--- src/rtl/pcm_dsm_pkg.sv ---
// Package: shared widths for the offset-binary to delta-sigma path.
// Assumes a gain of one at volume code 2**VOL_SHIFT.
package pcm_dsm_pkg;
    parameter int SMP_W     = 8;   // sample byte width
    parameter int VOL_W     = 3;   // volume code width
    parameter int VOL_SHIFT = 2;   // right shift after the multiply
    // product width: signed sample times zero-extended volume
    parameter int PROD_W    = SMP_W + VOL_W + 1;
    // width of the scaled signed level fed to the modulator
    parameter int LVL_W     = PROD_W - VOL_SHIFT;
endpackage

--- src/rtl/pcm_capture.sv ---
// Module: pcm_capture
// Holds the most recent sample byte and converts it from offset binary to
// two's complement by flipping the top bit. Assumes the strobe is one cycle
// per byte; the held value is reused until the next strobe.
module pcm_capture #(
    parameter int W = pcm_dsm_pkg::SMP_W
) (
    input  logic                clk,
    input  logic                rst_n,
    input  logic                vld,
    input  logic [W-1:0]        code,
    output logic signed [W-1:0] level
);

    // latch and convert the byte on its strobe; reset to mid-scale (zero)
    always_ff @(posedge clk) begin
        if (!rst_n)
            level <= '0;
        else if (vld)
            level <= {~code[W-1], code[W-2:0]};
    end

    // without a strobe the held level does not move
    p_hold_r1: assert property (@(posedge clk) disable iff (!rst_n)
        !vld |=> $stable(level));

    // only the top bit differs from the captured code
    p_msb_flip_r2: assert property (@(posedge clk) disable iff (!rst_n)
        vld |=> (level[W-1] != $past(code[W-1])) &&
                (level[W-2:0] == $past(code[W-2:0])));

    // reset leaves the held sample at mid-scale
    p_reset_mid_r8: assert property (@(posedge clk)
        !rst_n |=> level == '0);

endmodule

--- src/rtl/pcm_vol_scale.sv ---
// Module: pcm_vol_scale
// Multiplies the signed level by an unsigned volume code and applies a fixed
// arithmetic right shift, registering the result. Assumes the shift makes code
// 2**SHIFT unity gain; code 0 mutes.
module pcm_vol_scale #(
    parameter int W     = pcm_dsm_pkg::SMP_W,
    parameter int VW    = pcm_dsm_pkg::VOL_W,
    parameter int SHIFT = pcm_dsm_pkg::VOL_SHIFT,
    parameter int PW    = W + VW + 1,
    parameter int LW    = PW - SHIFT
) (
    input  logic                 clk,
    input  logic                 rst_n,
    input  logic signed [W-1:0]  level,
    input  logic [VW-1:0]        vol,
    output logic signed [LW-1:0] scaled
);

    logic signed [PW-1:0] lvl_ext;
    logic signed [PW-1:0] vol_ext;
    logic signed [PW-1:0] prod;

    // widen both operands and form the full product
    always_comb begin
        lvl_ext = {{(PW-W){level[W-1]}}, level};
        vol_ext = {{(PW-VW){1'b0}}, vol};
        prod    = lvl_ext * vol_ext;
    end

    // register the shifted product; reset gives silence
    always_ff @(posedge clk) begin
        if (!rst_n)
            scaled <= '0;
        else
            scaled <= LW'(prod >>> SHIFT);
    end

    // a zero volume code gives a zero level
    p_mute_r4: assert property (@(posedge clk) disable iff (!rst_n)
        vol == '0 |=> scaled == '0);

    // a negative sample with non-zero volume stays negative
    p_neg_sign_r3: assert property (@(posedge clk) disable iff (!rst_n)
        (level[W-1] && vol != '0) |=> scaled[LW-1]);

    // a non-negative sample never yields a negative level
    p_pos_sign_r3: assert property (@(posedge clk) disable iff (!rst_n)
        !level[W-1] |=> !scaled[LW-1]);

endmodule

--- src/rtl/dsm_first_order.sv ---
// Module: dsm_first_order
// First-order delta-sigma modulator. The signed level is offset to unsigned
// by flipping its top bit, added to the accumulator, and the carry out is the
// output bit. Assumes the level is held for many cycles relative to 2**LW.
module dsm_first_order #(
    parameter int LW = pcm_dsm_pkg::LVL_W
) (
    input  logic                 clk,
    input  logic                 rst_n,
    input  logic signed [LW-1:0] lvl,
    output logic                 bit_q
);

    logic [LW-1:0] acc;
    logic [LW-1:0] lvl_u;
    logic [LW:0]   sum;

    // offset the level by half scale and add with a carry bit
    always_comb begin
        lvl_u = {~lvl[LW-1], lvl[LW-2:0]};
        sum   = {1'b0, acc} + {1'b0, lvl_u};
    end

    // keep the residue and emit the carry
    always_ff @(posedge clk) begin
        if (!rst_n) begin
            acc   <= '0;
            bit_q <= 1'b0;
        end else begin
            acc   <= sum[LW-1:0];
            bit_q <= sum[LW];
        end
    end

    // a held zero level makes the bit alternate every cycle
    p_mid_toggle_r5: assert property (@(posedge clk) disable iff (!rst_n)
        (rst_n && $past(rst_n) && lvl == '0 && $past(lvl) == '0)
        |=> bit_q != $past(bit_q));

    // reset clears the output bit
    p_bit_reset_r8: assert property (@(posedge clk)
        !rst_n |=> !bit_q);

endmodule

--- src/rtl/pcm_dsm_out.sv ---
// Module: pcm_dsm_out
// Top level: captures offset-binary bytes, scales them by volume, modulates
// to one bit and registers the bit onto the left pin. The right pin is held
// idle. Assumes a single clock domain for the strobe and the modulator.
module pcm_dsm_out #(
    parameter int   SMP_W     = pcm_dsm_pkg::SMP_W,
    parameter int   VOL_W     = pcm_dsm_pkg::VOL_W,
    parameter int   VOL_SHIFT = pcm_dsm_pkg::VOL_SHIFT,
    parameter logic IDLE_LVL  = 1'b0
) (
    input  logic             clk,
    input  logic             rst_n,
    input  logic             smp_vld,
    input  logic [SMP_W-1:0] smp_byte,
    input  logic [VOL_W-1:0] vol,
    output logic             aud_left,
    output logic             aud_right
);

    localparam int PW = SMP_W + VOL_W + 1;
    localparam int LW = PW - VOL_SHIFT;

    logic signed [SMP_W-1:0] held_lvl;
    logic signed [LW-1:0]    scaled_lvl;
    logic                    mod_bit;

    pcm_capture #(.W(SMP_W)) u_capture (
        .clk   (clk),
        .rst_n (rst_n),
        .vld   (smp_vld),
        .code  (smp_byte),
        .level (held_lvl)
    );

    pcm_vol_scale #(.W(SMP_W), .VW(VOL_W), .SHIFT(VOL_SHIFT), .PW(PW), .LW(LW))
    u_scale (
        .clk    (clk),
        .rst_n  (rst_n),
        .level  (held_lvl),
        .vol    (vol),
        .scaled (scaled_lvl)
    );

    dsm_first_order #(.LW(LW)) u_dsm (
        .clk   (clk),
        .rst_n (rst_n),
        .lvl   (scaled_lvl),
        .bit_q (mod_bit)
    );

    // retime the modulator bit onto the pin
    always_ff @(posedge clk) begin
        if (!rst_n)
            aud_left <= 1'b0;
        else
            aud_left <= mod_bit;
    end

    // unused channel held at its idle level
    assign aud_right = IDLE_LVL;

endmodule

--- config.mk ---
export PLATFORM = sky130hd
export DESIGN_NAME = pcm_dsm_out
export DESIGN_NICKNAME = d
export VERILOG_FILES = /design/src/rtl/pcm_dsm_pkg.sv /design/src/rtl/pcm_capture.sv /design/src/rtl/pcm_vol_scale.sv /design/src/rtl/dsm_first_order.sv /design/src/rtl/pcm_dsm_out.sv
export SDC_FILE = /design/constraint.sdc
export NUM_CORES = 1
export LEC_CHECK = 0
export BUFFER_PORTS_ARGS = -buffer_cell sky130_fd_sc_hd__buf_4
export CAP_MARGIN = 30
export CORE_AREA = 10 10 87 89
export DETAILED_ROUTE_END_ITERATION = 10
export DIE_AREA = 0 0 97 99
export PLACE_DENSITY = 0.6
export SKIP_LAST_GASP = 1
export SLEW_MARGIN = 30
export SYNTH_ARGS = -nofsm -noshare
export SYNTH_HDL_FRONTEND = slang
export SYNTH_HIERARCHICAL = 1
export SYNTH_SLANG_ARGS = --single-unit
--- constraint.sdc ---
create_clock -name clk -period 8.2 [get_ports clk]
set_clock_uncertainty 0.05 [all_clocks]
set_input_delay 0.41 -clock clk [delete_from_list [all_inputs] [get_ports clk]]
set_output_delay 0.41 -clock clk [all_outputs]
set_load 0.03 [all_outputs]
==> results of run 1 <==
## layout make-up
cell class	instances	area, um2
inverters	40	150
repair buffers	14	105
multi-input cells	185	1490
clock buffers	6	82.6
fillers	583	3310
flip-flops and latches	30	601
clock inverters	2	12.5
well taps	75	93.8
## cell families (layout without fill, tap and decap cells)
logic type | Yosys count | in the layout | synth area share, %
AND/OR/NAND/NOR | 83 | 83 | 20.4
AO/OA/AOI/OAI | 47 | 47 | 14.5
buffers and inverters | 43 | 62 | 7.62
adder cells (fa/ha/maj) | 39 | 39 | 24.5
flip-flops | 30 | 30 | 26.5
multiplexers | 8 | 8 | 3.53
XOR/XNOR | 7 | 7 | 2.71
other | 1 | 1 | 0.165
## cell usage after synthesis (2+ instances only)
cell type	n
nor2_1	11
nand2b_1	2
nor4_1	2
or2_2	2
inv_1	40
o21bai_1	2
xor2_1	5
nor3_1	4
nor2b_1	10
nand2_1	13
o21ai_0	8
ha_1	30
nor3b_1	2
xnor2_1	2
nand3_1	2
and3_1	5
dfxtp_1	30
fa_1	9
or3_1	2
a211oi_1	4
o211a_1	2
a21oi_1	12
a21o_1	5
mux2i_1	8
and2_1	24
## final timing paths
path	from	end	slack, ns	depth (start not counted)
setup / recovery	u_capture/level[2]	u_scale/scaled[9]	5.29	9
hold / removal	smp_byte[2]	u_capture/level[2]	0.33	3
setup reg to reg	u_capture/level[2]	u_scale/scaled[9]	5.29	9
hold reg to reg	u_dsm/bit_q	aud_left	0.38	1
## registers in the layout (all words and copies together) (netlist names)
signal and count:
aud_left 1, u_capture/level 8, u_dsm/acc 10, u_dsm/bit_q 1, u_scale/scaled 10
## report_power, final
part | leakage, nW | internal (mW) | switching [mW]
sequential | 0.247 | 0.163 | 0.00651
combinational | 1.01 | 0.0472 | 0.0577
clock | 0.0472 | 0.0674 | 0.0599
total | 1.30 | 0.277 | 0.124
## worst min-delay path, cell delays in order
cell	delay (ns)
buf_4	0.07
mux2i_1	0.05
nor2b_1	0.09
## layer usage
layer / vias up / global-route usage, % / wire [um]
met5: - / 0 / 0
met4: 0 / 3.75 / 65
met3: 8 / 2.79 / 183
met2: 22 / 14.4 / 1830
met1: 766 / 10.6 / 2020
li1: 900 / - / -
## metrics by stage
step	hold WS (ns)	power (mW)
6_report	0.328	0.401
5_1_grt	0.342	0.433
4_1_cts	0.317	0.409
3_5_place_dp	0.366	0.278
3_3_place_gp	0.361	0.275
2_1_floorplan	0.356	0.253
==> metrics.yaml, run 1 <==
clocking:
  cts-root-buf: "clkbuf_8"
  cts_num_sinks: 30
  clk_latency_ns: 0.28
  cts_setup_buffers: 0
  clock_path_buffers: 2
  clk_pin_slew_ns: 0.07
  cts_resized: 0
  htree_num_levels: 2
  numCtsBuffers: 5
  cts_hold_buf: 0
  cts_tree: "built"
synthesis:
  yosys_most_used_dff: "dfxtp_1"
  synth_cell_types: 47
  synth_top_area_cell: "dfxtp_1"
  synth_area_um2: 2270
  async_flop_share_pct: 0
  syn_area_per_cell_um2: 8.78
  synthTopCellsByArea: "dfxtp_1, ha_1, fa_1"
  synthCells: 258
  seq_area_frac_synth_pct: 26.5
  synth_seq_cells: 30
  synth.top_cell.area_share_pct: 26.5
  synth-warning-count: 6
  synth-edff-count: 0
  syn_nets: 311
timing:
  fin_setup_tns_ns: 0
  fin_crit_ns: 2.91
  rsz0062_at_grt: "false"
  finalHoldViolations: 0
  setup_viol: 0
  finalCritPeriodShare_pct: 35.5
  max_freq_mhz: 343
  worst_slack_ns: 5.29
  slew_violations: 0
route:
  firstDrtPassIters: 4
  drcViolationCount: 0
  wire_per_inst_um: 11.6
  via_count: 1696
  drt_iter0_markers: 29
  routed_via_density: 4.82
  wl_mm: 4.10
  antenna_left: 0
setup_path:
  required_ns: 8.33
  arrival_ns: 3.04
  cp_common_cell: "ha_1"
  worstSetupEndpointType: "flip-flop"
  setup.worst_path.start_class: "flip-flop"
  path_delay_family: "adder cells"
  crit_path_top_delay_cell: "fa_1"
  path_cells: "and2_1 > ha_1 > fa_1 > ha_1 > a211o_1 > a21oi_2 > nor3_1 > or3_1 > and3_1"
  critPathKind: "reg2reg"
  crit_buf_inv: 0
  max_stage_delay_ns: 0.52
  path_max_fanout: 4
floorplan:
  core_area_um2: 5850
  die_w_um: 97
  io_pins: 16
  die-area_um2: 9600
  num_rows: 28
  initial_core_util_pct: 38.7
  dieHeight_um: 99
power:
  peakVddDrop_mv: 0.0774
  p_per_area_nw_per_um2: 158
  p_leak_nw: 1.30
place:
  post_dp_cell_area_um2: 2440
  hpwl_mm: 3.31
  place_congestion: 0.740
  io_buffers: 14
  dp_slack_ns: 5.09
  dp_cells: 344
global_routing:
  grt_pass1_vias: 1698
  grt_pass1_wl_mm: 7.33
  track_usage_pct: 8.87
  grt_overflow: 0
  antenna_found_initial: 0
  grt_max_degree: 29
final_layout:
  instances_no_fill: 352
  finish.utilization_pct: 43.4
  drive_gt1_share_pct: 10.8
  nets: 329
  final_common_cell: "inv_1"
  synthToLayoutAreaGrowth_pct: 12.0
  fin_area_um2: 2540
  mostFrequentLayoutCells: "inv_1, dfxtp_1, ha_1, and2_1, buf_4"
  diodes: 0
min_path:
  hp-class: "in2reg"
run:
  drv_cap: 0
status:
  status: "completed"
Power figures use the tool's default switching activity.
==> inputs of run 2 (changes only) <==
- PLACE_DENSITY: 0.6 -> 0.62
- clock period: 8.2 -> 2.4 ns (I/O delays scaled with it)
==> run 2 against run 1 <==
Compared with the run above:
- the flow now finishes with violations (setup timing)
- worst hold slack got worse by 0.30 ns
- critical path depth rose by 2
- via count rose by 5.9%
- count of clock-buffer cells in the layout unchanged
- first-iteration DRC count decreased by 21%
- power increased to 3.6 times the previous value
- fmax increased by 11%
- sequential share of layout area shrank 2.9 points
- worst setup slack worse by 5.5 ns
- largest cell class unchanged
==> metrics.yaml, run 2 (synthesized netlist as in run 1, its figures left out) <==
route:
  firstDrtPassIters: 3  # was 4
  routed_via_density: 4.73  # was 4.82
  drcViolationCount: 0  # unchanged
  antenna_left: 0  # unchanged
  wl_mm: 4.20  # was 4.10 mm
  drt_iter0_markers: 23  # was 29
  wire_per_inst_um: 11.1  # was 11.6 um
  via_count: 1796  # was 1696
clocking:
  cts_tree: "built"  # unchanged
  clk_latency_ns: 0.28  # about the same
  cts_num_sinks: 30  # unchanged
  clk_pin_slew_ns: 0.07  # about the same
  cts-root-buf: "clkbuf_8"  # unchanged
  clock_path_buffers: 2  # unchanged
  htree_num_levels: 2  # unchanged
  numCtsBuffers: 5  # unchanged
setup_path:
  worstSetupEndpointType: "flip-flop"  # unchanged
  crit_path_top_delay_cell: "fa_1"  # unchanged
  critPathKind: "reg2reg"  # unchanged
  max_stage_delay_ns: 0.51  # was 0.52 ns
  setup.worst_path.start_class: "flip-flop"  # unchanged
  path_max_fanout: 4  # unchanged
  path_delay_family: "adder cells"  # unchanged
  path_cells: "and2_4 > ha_4 > inv_2 > fa_1 > inv_2 > ha_4 > a211o_1 > a21oi_4 > nor3_1 > or3_1 > and3_1"  # was and2_1 > ha_1 > fa_1 > ha_1 > a211o_1 > a21oi_2 > nor3_1 > or3_1 > and3_1
  arrival_ns: 2.75  # was 3.04 ns
  crit_buf_inv: 2  # was 0
  required_ns: 2.53  # was 8.33 ns
  r2r_slack_ns: -0.22  # was 5.29 ns
power:
  sw_frac_of_total_pct: 30.8  # was 30.9%
  power.net_switching_mw: 0.444  # was 0.124 mW
  p_per_area_nw_per_um2: 493  # was 158 nW/um2
  intPower_mw: 1.00  # was 0.277 mW
  peakVddDrop_mv: 0.251  # was 0.0774 mV
  p_leak_nw: 1.44  # was 1.30 nW
  seq_power_share_pct: 40.1  # was 42.2%
  pwr-share-clk_pct: 30.2  # was 31.7%
  power_frac_comb_pct: 29.7  # was 26.1%
  finalPower_mw: 1.44  # was 0.401 mW
floorplan:
  core_area_um2: 5850  # unchanged
  io_pins: 16  # unchanged
  die-area_um2: 9600  # unchanged
  initial_core_util_pct: 38.7  # unchanged
  die_w_um: 97  # unchanged
  dieHeight_um: 99  # unchanged
  num_rows: 28  # unchanged
status:
  status: "finished, violations left"  # was completed
  violations: "setup timing"
global_routing:
  track_usage_pct: 9.41  # was 8.87%
  grt_max_degree: 29  # unchanged
  grt_overflow: 0  # unchanged
  grt_pass1_wl_mm: 7.83  # was 7.33 mm
  antenna_found_initial: 0  # unchanged
  grt_pass1_vias: 1864  # was 1698
timing:
  worst_slack_ns: -0.215  # was 5.29 ns
  fin_crit_ns: 2.62  # was 2.91 ns
  finalCritPeriodShare_pct: 109  # was 35.5%
  rsz0062_at_grt: "true"  # was false
  max_freq_mhz: 382  # was 343 MHz
  setup_viol: 6  # was 0
  finalHoldViolations: 0  # unchanged
  slew_violations: 0  # unchanged
final_layout:
  final_common_cell: "buf_4"  # was inv_1
  mostFrequentLayoutCells: "buf_4, inv_1, dfxtp_1, ha_1, and2_1"  # was inv_1, dfxtp_1, ha_1, and2_1, buf_4
  diodes: 0  # unchanged
  finish.utilization_pct: 50.0  # was 43.4%
  drive_gt1_share_pct: 30.2  # was 10.8%
  synthToLayoutAreaGrowth_pct: 29.2  # was 12.0%
  biggestRegsByFlops: "u_dsm/acc (10), u_scale/scaled (10), u_capture/level (8)"  # unchanged
  nets: 357  # was 329
place:
  hpwl_mm: 3.30  # was 3.31 mm
  place_congestion: 0.724  # was 0.740
  io_buffers: 14  # unchanged
min_path:
  hp-class: "in2reg"  # unchanged
run:
  drv_cap: 0  # unchanged
[run 2: final cells by class]
type	count	area [um2]
fill	547	2920
multi-input combinational	185	1660
sequential	30	608
timing repair buffer	42	319
inverter	40	150
tap	75	93.8
clock buffer	6	82.6
clock inverter	2	12.5
[run 2: power by group through the flow]
stage	registers (mW)	clock network [mW]	logic [mW]
floorplan	0.588	0	0.295
global placement	0.588	0	0.404
detailed placement	0.589	0	0.412
CTS	0.579	0.452	0.430
global route	0.584	0.473	0.495
finish	0.579	0.436	0.430
[run 2: worst min-delay path, cell delays in order]
cell     delay, ns
buf_4         0.08
nand2_1       0.04
o211a_1       0.09
[run 2: repair_timing]
action                     4_1_cts  5_1_grt
hold buffers                     0        0
pin swaps                       13        6
setup endpoints to repair        6        7
gates resized for setup         18        8
buffers inserted                 3        0
[run 2: per-stage QoR]
| step | TNS, ns | worst slack [ns] | hold slack (ns) | std cells | cell area (um2) |
|---|---|---|---|---|---|
| 2_1_floorplan | -0.287 | -0.137 | 0.192 | 258 | 2350 |
| 3_3_place_gp | -0.797 | -0.236 | 0.327 | 369 | 2720 |
| 3_5_place_dp | -0.938 | -0.242 | 0.334 | 369 | 2720 |
| 4_1_cts | -0.788 | -0.214 | 0.0231 | 380 | 2900 |
| 5_1_grt | -1.52 | -0.316 | 0.0414 | 380 | 2930 |
| 6_report | -0.878 | -0.215 | 0.0293 | 380 | 2930 |
[run 2: routing by layer]
metal | global-route usage (%) | part of all wire, %
met5 | 0 | 0
met1 | 11.1 | 48
met2 | 15.9 | 47
met4 | 2.38 | 0.95
met3 | 3.28 | 3.6
[run 2: worst paths after layout]
check,start,to,depth (start not counted)
max reg2reg,u_capture/level[2],u_scale/scaled[9],11
min reg2reg,u_dsm/bit_q,aud_left,1
max,u_capture/level[2],u_scale/scaled[9],11
min,smp_byte[7],u_capture/level[7],3
